==> src/rtl/refsched_pkg.sv <==
package refsched_pkg;

  typedef enum logic [2:0] {
    S_IDLE   = 3'd0,
    S_PRE    = 3'd1,
    S_WAITRP = 3'd2,
    S_REF    = 3'd3,
    S_WAITRC = 3'd4
  } refStateE;

  // Strobes from control to datapath
  typedef struct packed {
    logic issuePre;   // precharge-all on the bus this cycle; loads the tRP wait
    logic issueRef;   // auto-refresh on the bus this cycle; loads the tRC wait, retires a credit
    logic countDown;  // a wait state is running
  } refStrobeS;

endpackage

==> src/rtl/refsched_dp.sv <==
module refsched_dp
  import refsched_pkg::*;
#(
  parameter int unsigned INTERVAL_CYC = 2083,
  parameter int unsigned DEBT_MAX     = 8,
  parameter int unsigned URGENT_LEVEL = 4,
  parameter int unsigned TRP_CYC      = 3,
  parameter int unsigned TRC_CYC      = 9
) (
  input  logic      clk,
  input  logic      rstN,
  input  refStrobeS strb,
  output logic      debtPending,
  output logic      debtUrgent,
  output logic      waitDone,
  output logic      cmdCsN,
  output logic      cmdRasN,
  output logic      cmdCasN,
  output logic      cmdWeN,
  output logic      cmdA10
);

  localparam int unsigned CNT_W    = $clog2(INTERVAL_CYC + 1);
  localparam int unsigned DEBT_W   = $clog2(DEBT_MAX + 1);
  localparam int unsigned WAIT_MAX = (TRP_CYC > TRC_CYC) ? TRP_CYC : TRC_CYC;
  localparam int unsigned WAIT_W   = $clog2(WAIT_MAX + 1);

  localparam logic [CNT_W-1:0]  RELOAD    = CNT_W'(INTERVAL_CYC - 1);
  localparam logic [DEBT_W-1:0] DEBT_FULL = DEBT_W'(DEBT_MAX);
  localparam logic [DEBT_W-1:0] URGENT_AT = DEBT_W'(URGENT_LEVEL);
  localparam logic [WAIT_W-1:0] RP_LOAD   = WAIT_W'(TRP_CYC - 1);
  localparam logic [WAIT_W-1:0] RC_LOAD   = WAIT_W'(TRC_CYC - 1);

  logic [CNT_W-1:0]  intCnt;
  logic [DEBT_W-1:0] debt;
  logic [WAIT_W-1:0] waitCnt;
  logic              tick;

  // Interval timer: one credit per expiry
  assign tick = (intCnt == '0);

  always_ff @(posedge clk) begin
    if (!rstN)     intCnt <= RELOAD;
    else if (tick) intCnt <= RELOAD;
    else           intCnt <= intCnt - 1'b1;
  end

  // Debt counter, saturating at DEBT_MAX
  always_ff @(posedge clk) begin
    if (!rstN) begin
      debt <= '0;
    end else begin
      unique case ({tick, strb.issueRef})
        2'b10:   if (debt != DEBT_FULL) debt <= debt + 1'b1;
        2'b01:   debt <= debt - 1'b1;
        default: debt <= debt;
      endcase
    end
  end

  assign debtPending = (debt != '0);
  assign debtUrgent  = (debt > URGENT_AT);

  // Shared wait timer for the tRP and tRC windows
  always_ff @(posedge clk) begin
    if (!rstN)                               waitCnt <= '0;
    else if (strb.issuePre)                  waitCnt <= RP_LOAD;
    else if (strb.issueRef)                  waitCnt <= RC_LOAD;
    else if (strb.countDown && waitCnt != 0) waitCnt <= waitCnt - 1'b1;
  end

  assign waitDone = (waitCnt <= WAIT_W'(1));

  // Command encoding
  always_comb begin
    {cmdCsN, cmdRasN, cmdCasN, cmdWeN, cmdA10} = 5'b11110;
    if (strb.issuePre)      {cmdCsN, cmdRasN, cmdCasN, cmdWeN, cmdA10} = 5'b00101;
    else if (strb.issueRef) {cmdCsN, cmdRasN, cmdCasN, cmdWeN, cmdA10} = 5'b00010;
  end

  // interval counter restarts a full period after each credit
  p_tick_reload_r1: assert property (@(posedge clk) disable iff (!rstN)
    tick |=> (intCnt == RELOAD));

  // a refresh never retires a credit that is not owed
  p_dec_nonempty_r6: assert property (@(posedge clk) disable iff (!rstN)
    strb.issueRef |-> (debt != '0));

  // debt moves by at most one per edge
  p_debt_step_r6: assert property (@(posedge clk) disable iff (!rstN)
    (debt == $past(debt)) || (debt == $past(debt) + 1'b1) || (debt == $past(debt) - 1'b1));

  // a full debt stays at the ceiling when a credit arrives without a refresh
  p_cap_hold_r8: assert property (@(posedge clk) disable iff (!rstN)
    (debt == DEBT_FULL && tick && !strb.issueRef) |=> (debt == DEBT_FULL));

endmodule

==> src/rtl/refsched_ctrl.sv <==
module refsched_ctrl
  import refsched_pkg::*;
#(
  parameter int unsigned TRP_CYC = 3,
  parameter int unsigned TRC_CYC = 9
) (
  input  logic      clk,
  input  logic      rstN,
  input  logic      refGrant,
  input  logic      banksIdle,
  input  logic      debtPending,
  input  logic      waitDone,
  output refStrobeS strb,
  output logic      refReq,
  output logic      actBlock
);

  localparam bit SKIP_RP = (TRP_CYC <= 1);
  localparam bit SKIP_RC = (TRC_CYC <= 1);

  refStateE state, nextState;

  always_ff @(posedge clk) begin
    if (!rstN) state <= S_IDLE;
    else       state <= nextState;
  end

  always_comb begin
    nextState = state;
    strb      = '0;
    unique case (state)
      S_IDLE:   if (debtPending && refGrant) nextState = banksIdle ? S_REF : S_PRE;
      S_PRE: begin
        strb.issuePre = 1'b1;
        nextState     = SKIP_RP ? S_REF : S_WAITRP;
      end
      S_WAITRP: begin
        strb.countDown = 1'b1;
        if (waitDone) nextState = S_REF;
      end
      S_REF: begin
        strb.issueRef = 1'b1;
        nextState     = SKIP_RC ? S_IDLE : S_WAITRC;
      end
      S_WAITRC: begin
        strb.countDown = 1'b1;
        if (waitDone) nextState = S_IDLE;
      end
      default:  nextState = S_IDLE;
    endcase
  end

  assign refReq   = (state == S_IDLE) && debtPending;
  assign actBlock = (state != S_IDLE);

  // a refresh follows either a bank close or an all-idle status
  p_ref_after_close_r4: assert property (@(posedge clk) disable iff (!rstN)
    strb.issueRef |-> (($past(state) != S_IDLE) || $past(banksIdle)));

  // a precharge-all is followed by the wait or by the refresh
  p_pre_leads_wait_r5: assert property (@(posedge clk) disable iff (!rstN)
    strb.issuePre |=> (state == S_WAITRP || state == S_REF));

  // with nothing owed, the scheduler stays idle
  p_no_debt_idle_r3: assert property (@(posedge clk) disable iff (!rstN)
    (state == S_IDLE && !debtPending) |=> (state == S_IDLE));

endmodule

==> src/rtl/refresh_scheduler.sv <==
module refresh_scheduler
  import refsched_pkg::*;
#(
  parameter int unsigned CLK_PS        = 7500,
  parameter int unsigned RETENTION_NS  = 64000000,
  parameter int unsigned REFRESH_COUNT = 4096,
  parameter int unsigned TRP_PS        = 20000,
  parameter int unsigned TRC_PS        = 65000,
  parameter int unsigned DEBT_MAX      = 8,
  parameter int unsigned URGENT_LEVEL  = 4
) (
  input  logic clk,
  input  logic rstN,
  input  logic refGrant,
  input  logic banksIdle,
  output logic refReq,
  output logic refUrgent,
  output logic actBlock,
  output logic cmdCsN,
  output logic cmdRasN,
  output logic cmdCasN,
  output logic cmdWeN,
  output logic cmdA10
);

  localparam longint unsigned INTERVAL_L =
    (longint'(RETENTION_NS) * 64'd1000) / (longint'(REFRESH_COUNT) * longint'(CLK_PS));
  localparam int unsigned INTERVAL_CYC = int'(INTERVAL_L);
  localparam int unsigned TRP_CYC      = (TRP_PS + CLK_PS - 1) / CLK_PS;
  localparam int unsigned TRC_CYC      = (TRC_PS + CLK_PS - 1) / CLK_PS;

  refStrobeS strb;
  logic      debtPending;
  logic      waitDone;

  refsched_ctrl #(
    .TRP_CYC(TRP_CYC),
    .TRC_CYC(TRC_CYC)
  ) uCtrl (
    .clk(clk), .rstN(rstN), .refGrant(refGrant), .banksIdle(banksIdle),
    .debtPending(debtPending), .waitDone(waitDone), .strb(strb),
    .refReq(refReq), .actBlock(actBlock)
  );

  refsched_dp #(
    .INTERVAL_CYC(INTERVAL_CYC), .DEBT_MAX(DEBT_MAX), .URGENT_LEVEL(URGENT_LEVEL),
    .TRP_CYC(TRP_CYC), .TRC_CYC(TRC_CYC)
  ) uDp (
    .clk(clk), .rstN(rstN), .strb(strb),
    .debtPending(debtPending), .debtUrgent(refUrgent), .waitDone(waitDone),
    .cmdCsN(cmdCsN), .cmdRasN(cmdRasN), .cmdCasN(cmdCasN), .cmdWeN(cmdWeN), .cmdA10(cmdA10)
  );

  // a refresh is never driven while address bit 10 is set
  p_ref_a10_low_r6: assert property (@(posedge clk) disable iff (!rstN)
    (!cmdCsN && !cmdCasN) |-> !cmdA10);

endmodule

==> config.mk <==
export PLATFORM = sky130hd
export DESIGN_NAME = refresh_scheduler
export DESIGN_NICKNAME = d
export VERILOG_FILES = /design/src/rtl/refsched_pkg.sv /design/src/rtl/refsched_dp.sv /design/src/rtl/refsched_ctrl.sv /design/src/rtl/refresh_scheduler.sv
export SDC_FILE = /design/constraint.sdc
export NUM_CORES = 1
export LEC_CHECK = 0
export ABC_CLOCK_PERIOD_IN_PS = 2200
export BUFFER_PORTS_ARGS = -buffer_cell sky130_fd_sc_hd__buf_2
export CAP_MARGIN = 20
export CORE_MARGIN = 4
export CORE_UTILIZATION = 38
export DETAILED_ROUTE_END_ITERATION = 8
export GPL_ROUTABILITY_DRIVEN = 1
export GPL_TIMING_DRIVEN = 0
export PLACE_DENSITY_LB_ADDON = 0.25
export SYNTH_ARGS = -nofsm -noshare
export SYNTH_HDL_FRONTEND = slang
export SYNTH_SLANG_ARGS = --single-unit
==> constraint.sdc <==
create_clock -name clk -period 2.2 [get_ports clk]
set_clock_uncertainty 0.05 [all_clocks]
set_input_delay 0.44 -clock clk [delete_from_list [all_inputs] [get_ports clk]]
set_output_delay 0.44 -clock clk [all_outputs]
set_load 0.01 [all_outputs]
## Word level (Yosys, flattened, before mapping)

Index checks and enable logic that the tools add are counted.

| word-level totals | value |
|---|---|
| flip-flop bits (word level) | 23 |
| input bits | 4 |
| word-level logic and storage cells | 59 |

| cells by class | value |
|---|---|
| $add $sub $neg | 4 |
| $lt $le $gt $ge | 2 |
| eq/ne operators | 11 |
| multiplexer cells | 18 |
| bitwise gates (word level) | 1 |
| reduce and logical (&&, ||, !) cells | 17 |

Operators with widths:

| cell | count |
|---|---|
| 3-bit one-hot mux with 5 select lines | 1 |
| 12-bit logical NOT | 1 |
| 4-bit 2-to-1 mux | 3 |
| 12-bit by 1-bit subtractor with 12-bit output, second input constant | 1 |
| 3-bit 2-to-1 mux | 3 |
| 1-bit 2-to-1 mux | 8 |
| 2-bit by 1-bit inequality test with 1-bit output, second input constant | 4 |
| 4-bit one-hot mux with 2 select lines | 1 |
| 4-bit nonzero test | 2 |
| 4-bit by 1-bit subtractor with 4-bit output, second input constant | 2 |
| 3-bit by 2-bit == test with 1-bit output, second input constant | 2 |
| 3-bit nonzero test | 2 |
| 2-bit OR reduction | 3 |
| 4-bit by 1-bit adder with 4-bit output, second input constant | 1 |
| 4-bit by 3-bit greater-than comparator with 1-bit output, second input constant | 1 |
| 4-bit by 1-bit <= comparator with 1-bit output, second input constant | 1 |
| 2-bit 2-to-1 mux | 2 |
| 4-bit inequality test, second input constant | 1 |
| 2-bit nonzero test | 2 |
| 3-bit by 1-bit == test with 1-bit output, second input constant | 1 |
| 3-bit == test, second input constant | 1 |
| 1-bit logical AND | 3 |
| 3-bit logical NOT | 1 |
| 3-bit AND reduction | 1 |
| other kinds (5) | 5 |

## Longest topological paths before layout

| depth | value |
|---|---|
| depth in word-level cells | 7 |
| depth in mapped cells | 11 |
| depth with buffers taken out | 11 |

## Cells and area by module

Synthesis repeated with hierarchy kept, for this count alone.

| unflattened totals | value |
|---|---|
| cell total of the unflattened synthesis | 159 |
| area, all modules | 1340.0 um^2 |

By module, submodules not included:

| module | times used | cells each | area each (um^2) | seq. area each (um^2) |
|---|---|---|---|---|
| refsched_dp | 1 | 139 | 1147.4 | 400.4 |
| refsched_ctrl | 1 | 20 | 192.7 | 60.1 |

## Least setup slack after synthesis

No wires, ideal clock.

| path | value |
|---|---|
| path type | register -> register |
| start point | reg uDp.intCnt[0] |
| end point | reg uDp.debt[2] |
| library setup time | 0.122 ns |
| data arrival time | 1.790 ns |
| required time | 2.028 ns |
| path slack | 0.238 ns |
| stages on the path, launching flop included | 12 |
| path buffers | 0 |
| cells stage by stage | dfxtp_1 inv_1 ha_1 nor4b_2 nand3_4 nand2_1 xnor2_1 ha_1 inv_1 a211oi_1 mux2i_1 mux2i_1 |

| between the ends | value |
|---|---|
| cells in the longest elaborated chain, start to end | 4 |
| elaborated cells between the ends (all ways) | 7 |

RTL lines:

| item | RTL line | text |
|---|---|---|
| start: declaration | refsched_dp.sv:34 | `logic [CNT_W-1:0] intCnt;` |
| start signal: assignment | refsched_dp.sv:45 | `else intCnt <= intCnt - 1'b1;` |
| 12-bit logical NOT * | refsched_dp.sv:40 | `assign tick = (intCnt == '0);` |
| 2-bit == test / 2-bit by 1-bit == test with 1-bit output (equally long branches) | refsched_dp.sv:53 | `unique case ({tick, strb.issueRef})` |
| 2-bit by 1-bit inequality test with 1-bit output (no line) / 2-bit nonzero test (equally long branches) | - |  |
| 2-bit AND reduction (no line) | - |  |
| end signal: assignment | refsched_dp.sv:54 | `2'b10: if (debt != DEBT_FULL) debt <= debt + 1'b1;` |
| end signal: assignment | refsched_dp.sv:55 | `2'b01: debt <= debt - 1'b1;` |
| end signal: assignment | refsched_dp.sv:56 | `default: debt <= debt;` |
| end: declaration | refsched_dp.sv:35 | `logic [DEBT_W-1:0] debt;` |

Every way passes the cells marked *; elsewhere a longest branch is shown, timed or not.
A chain may end at the register's enable or synchronous reset.

## Worst setup path after layout

Ends and elaborated chain as after synthesis.

==> results.json <==
{
  "synth_edf_count": 0,
  "ios": 12,
  "ys_types": 40,
  "synthCells": 141,
  "async_flop_share": 0,
  "grt_pass1_vias": 908,
  "die-area_um2": 4310,
  "final_core_util": 0.460,
  "crit_family": "simple AND/OR/NAND/NOR gates",
  "hold_path_end": "uCtrl.state[0]",
  "die_w_um": 65.7,
  "dp.final_hpwl_um": 1670,
  "antenna_found_initial": 0,
  "drc": 0,
  "ff_latch_area_um2": 460,
  "hp-class": "primary input to flip-flop",
  "timing.final.crit_share": 0.907,
  "path_clk_slew_ns": 0.12,
  "slew_headroom": 0.654,
  "worstHoldStart": "rstN",
  "synth.area.top_cells": "dfxtp_1 (36%), xnor2_1 (6.2%), ha_1 (5.9%)",
  "port_buffers": 11,
  "coreArea_um2": 3130,
  "path_cells": "inv_1 -> ha_1 -> nor4b_4 -> nand3_4 -> nand2_1 -> xnor2_1 -> ha_2 -> inv_1 -> a211oi_2 -> mux2i_1 -> mux2i_1",
  "vias_per_cell": 5.04,
  "worst-path-max-fanout": 5,
  "syn_area_um2": 1260,
  "period_minus_slack_ns": 1.99,
  "cts_max_level": 1,
  "timing.critical_path.from": "uDp.intCnt[0]",
  "rows": 20,
  "status": "completed",
  "drt_first_pass_iters": 4,
  "syn_area_per_cell_um2": 8.96,
  "cp-end-kind": "flip-flop",
  "maxSlewViolCount": 0,
  "crit_arrival_ns": 2.16,
  "yosysTopAreaCellShare": 0.364,
  "fmax_mhz": 501,
  "slowest_stage": "dfxtp_1",
  "worstSetupPathType": "flip-flop to flip-flop",
  "synth_ff_type": "dfxtp_1",
  "wire_per_inst_um": 11.0,
  "powerDensity_nw_per_um2": 509,
  "fp.dieH_um": 65.7,
  "clk_latency_ns": 0.31,
  "num-nets-final": 170,
  "r2r_cells": 11,
  "worst_slew_pin_slew_ns": 0.515,
  "clock-sinks": 23,
  "numCtsBuffers": 3,
  "gp_congestion": 0.793,
  "vdd_ir_drop_max_mv": 0.317,
  "ys_seq_elements": 23,
  "worstReg2RegStart": "uDp.intCnt[0]",
  "drt_wl_total_um": 2230,
  "fillers": 308,
  "worstHoldPathCells": 3,
  "cts_root_buf": "clkbuf_4",
  "ys_warn_count": 0,
  "slowest_delay_ns": 0.36,
  "setup_tns_ns": 0,
  "grt.overflow.total": 0,
  "gr-usage-all-layers": 0.110,
  "ant_nets": 0,
  "drive_above_1_share": 0.208,
  "grt_pass1_wl_um": 3750,
  "cts_max_path_buffers": 2,
  "start_kind": "flip-flop",
  "drt_iter0_markers": 46,
  "leakage_nw": 0.568,
  "required_ns": 2.36,
  "final-setup-viol-count": 0,
  "worstReg2RegEnd": "uDp.debt[2]",
  "yosys.area.top_type": "dfxtp_1",
  "yosysSeqAreaShare": 0.364,
  "initial_core_util": 0.404,
  "rsz0062_at_grt": "no",
  "grt_max_degree": 13,
  "hold_violations": 0,
  "multi_input_area_um2": 756,
  "drv_cap": 0,
  "r2r_slack_ns": 0.21,
  "crit_buf_inv": 2,
  "antennaDiodeCount": 0,
  "syn_to_final_growth_pct": 13.9,
  "syn_nets": 151,
  "cts_tree": "built",
  "num_vias": 1023
}
## worst min-delay path: stages
cell and delay, ns:
buf_2 0.11, nand2b_1 0.08, nor3_1 0.05
## timing repair
item,CTS,global route
setup endpoints to repair,1,1
gates resized for setup,1,2
pin swaps,0,2
hold buffers,0,0
setup buffers,0,3
## per-layer routing
layer  part of all wire  track usage  vias up
met2               0.47        0.184       15
met5                  0            0        -
met3              0.047       0.0222        2
met4             0.0067       0.0544        0
met1               0.47        0.132      477
li1                   -            -      529
## cells by family after synthesis
family / share of synthesized area
multiplexers: 0.0594
flip-flops: 0.364
XOR/XNOR: 0.0832
AO/OA/AOI/OAI: 0.0802
buffers and inverters: 0.0505
adder cells (fa/ha/maj): 0.0594
AND/OR/NAND/NOR: 0.303
## cell usage after synthesis, types with 2 or more instances
master / n
a211oi_1: 2
a21oi_1: 6
buf_2: 3
clkbuf_1: 2
dfxtp_1: 23
ha_1: 6
inv_1: 8
mux2i_1: 5
nand2_1: 12
nand2b_1: 8
nand3_1: 3
nor2_1: 13
nor3_1: 6
nor3b_1: 3
nor3b_2: 2
nor4_1: 3
o21ai_0: 2
or3_1: 2
xnor2_1: 9
xor2_1: 3
## metrics by stage
stage               hold WS, ns  std cells  total power [W]  worst slack [ns]  cell area (um2)
floorplan                 0.387        141         0.000525             0.238             1260
global placement          0.411        196         0.000542            0.0744             1370
detailed placement        0.415        196         0.000543           0.00595             1370
CTS                       0.344        200         0.000740            0.0170             1410
global route              0.354        203         0.000774            0.0524             1440
finish                    0.350        203         0.000733             0.205             1440
## layout make-up
class | instances | area share
Sequential cell | 23 | 0.320
Timing Repair Buffer | 14 | 0.0539
Tap cell | 44 | 0.0383
Buffer | 6 | 0.0209
Multi-Input combinational cell | 103 | 0.525
Clock buffer | 4 | 0.0183
Inverter | 9 | 0.0235
## sequential cells by signal, summed over array words and instances (netlist names)
name	cells
uDp.intCnt	12
uDp.debt	4
uDp.waitCnt	4
uCtrl.state	3
## worst max-delay path by stage
stage | cells after the start | slack [ns] | to
2_1_floorplan | 11 | 0.24 | uDp.debt[2]
3_3_place_gp | 11 | 0.07 | uDp.debt[2]
3_5_place_dp | 11 | 0.006 | uDp.debt[2]
4_1_cts | 9 | 0.02 | uDp.debt[2]
5_1_grt | 11 | 0.05 | uDp.debt[2]
6_report | 11 | 0.21 | uDp.debt[2]
## power by group
part | total (W) | leakage [nW] | switching [W] | internal [W]
sequential | 0.000460 | 0.187 | 0.0000270 | 0.000433
clock | 0.000192 | 0.0150 | 0.000121 | 0.0000709
combinational | 0.0000808 | 0.367 | 0.0000411 | 0.0000397
## cells in the final DEF, fill, tap and decap left out, types with 2 or more instances in the layout
master	instances
nand2_1	12
inv_1	8
nand3_1	3
buf_2	14
mux2i_1	5
or3_1	2
nor3b_1	3
nand2b_1	8
clkbuf_1	3
buf_4	4
xor2_1	3
nor3b_2	2
a21oi_1	6
nor3_1	6
nor2_1	13
clkbuf_4	3
dfxtp_1	23
ha_1	5
xnor2_1	9
nor4_1	3
o21ai_0	2
(Power assumes the default switching activity.)
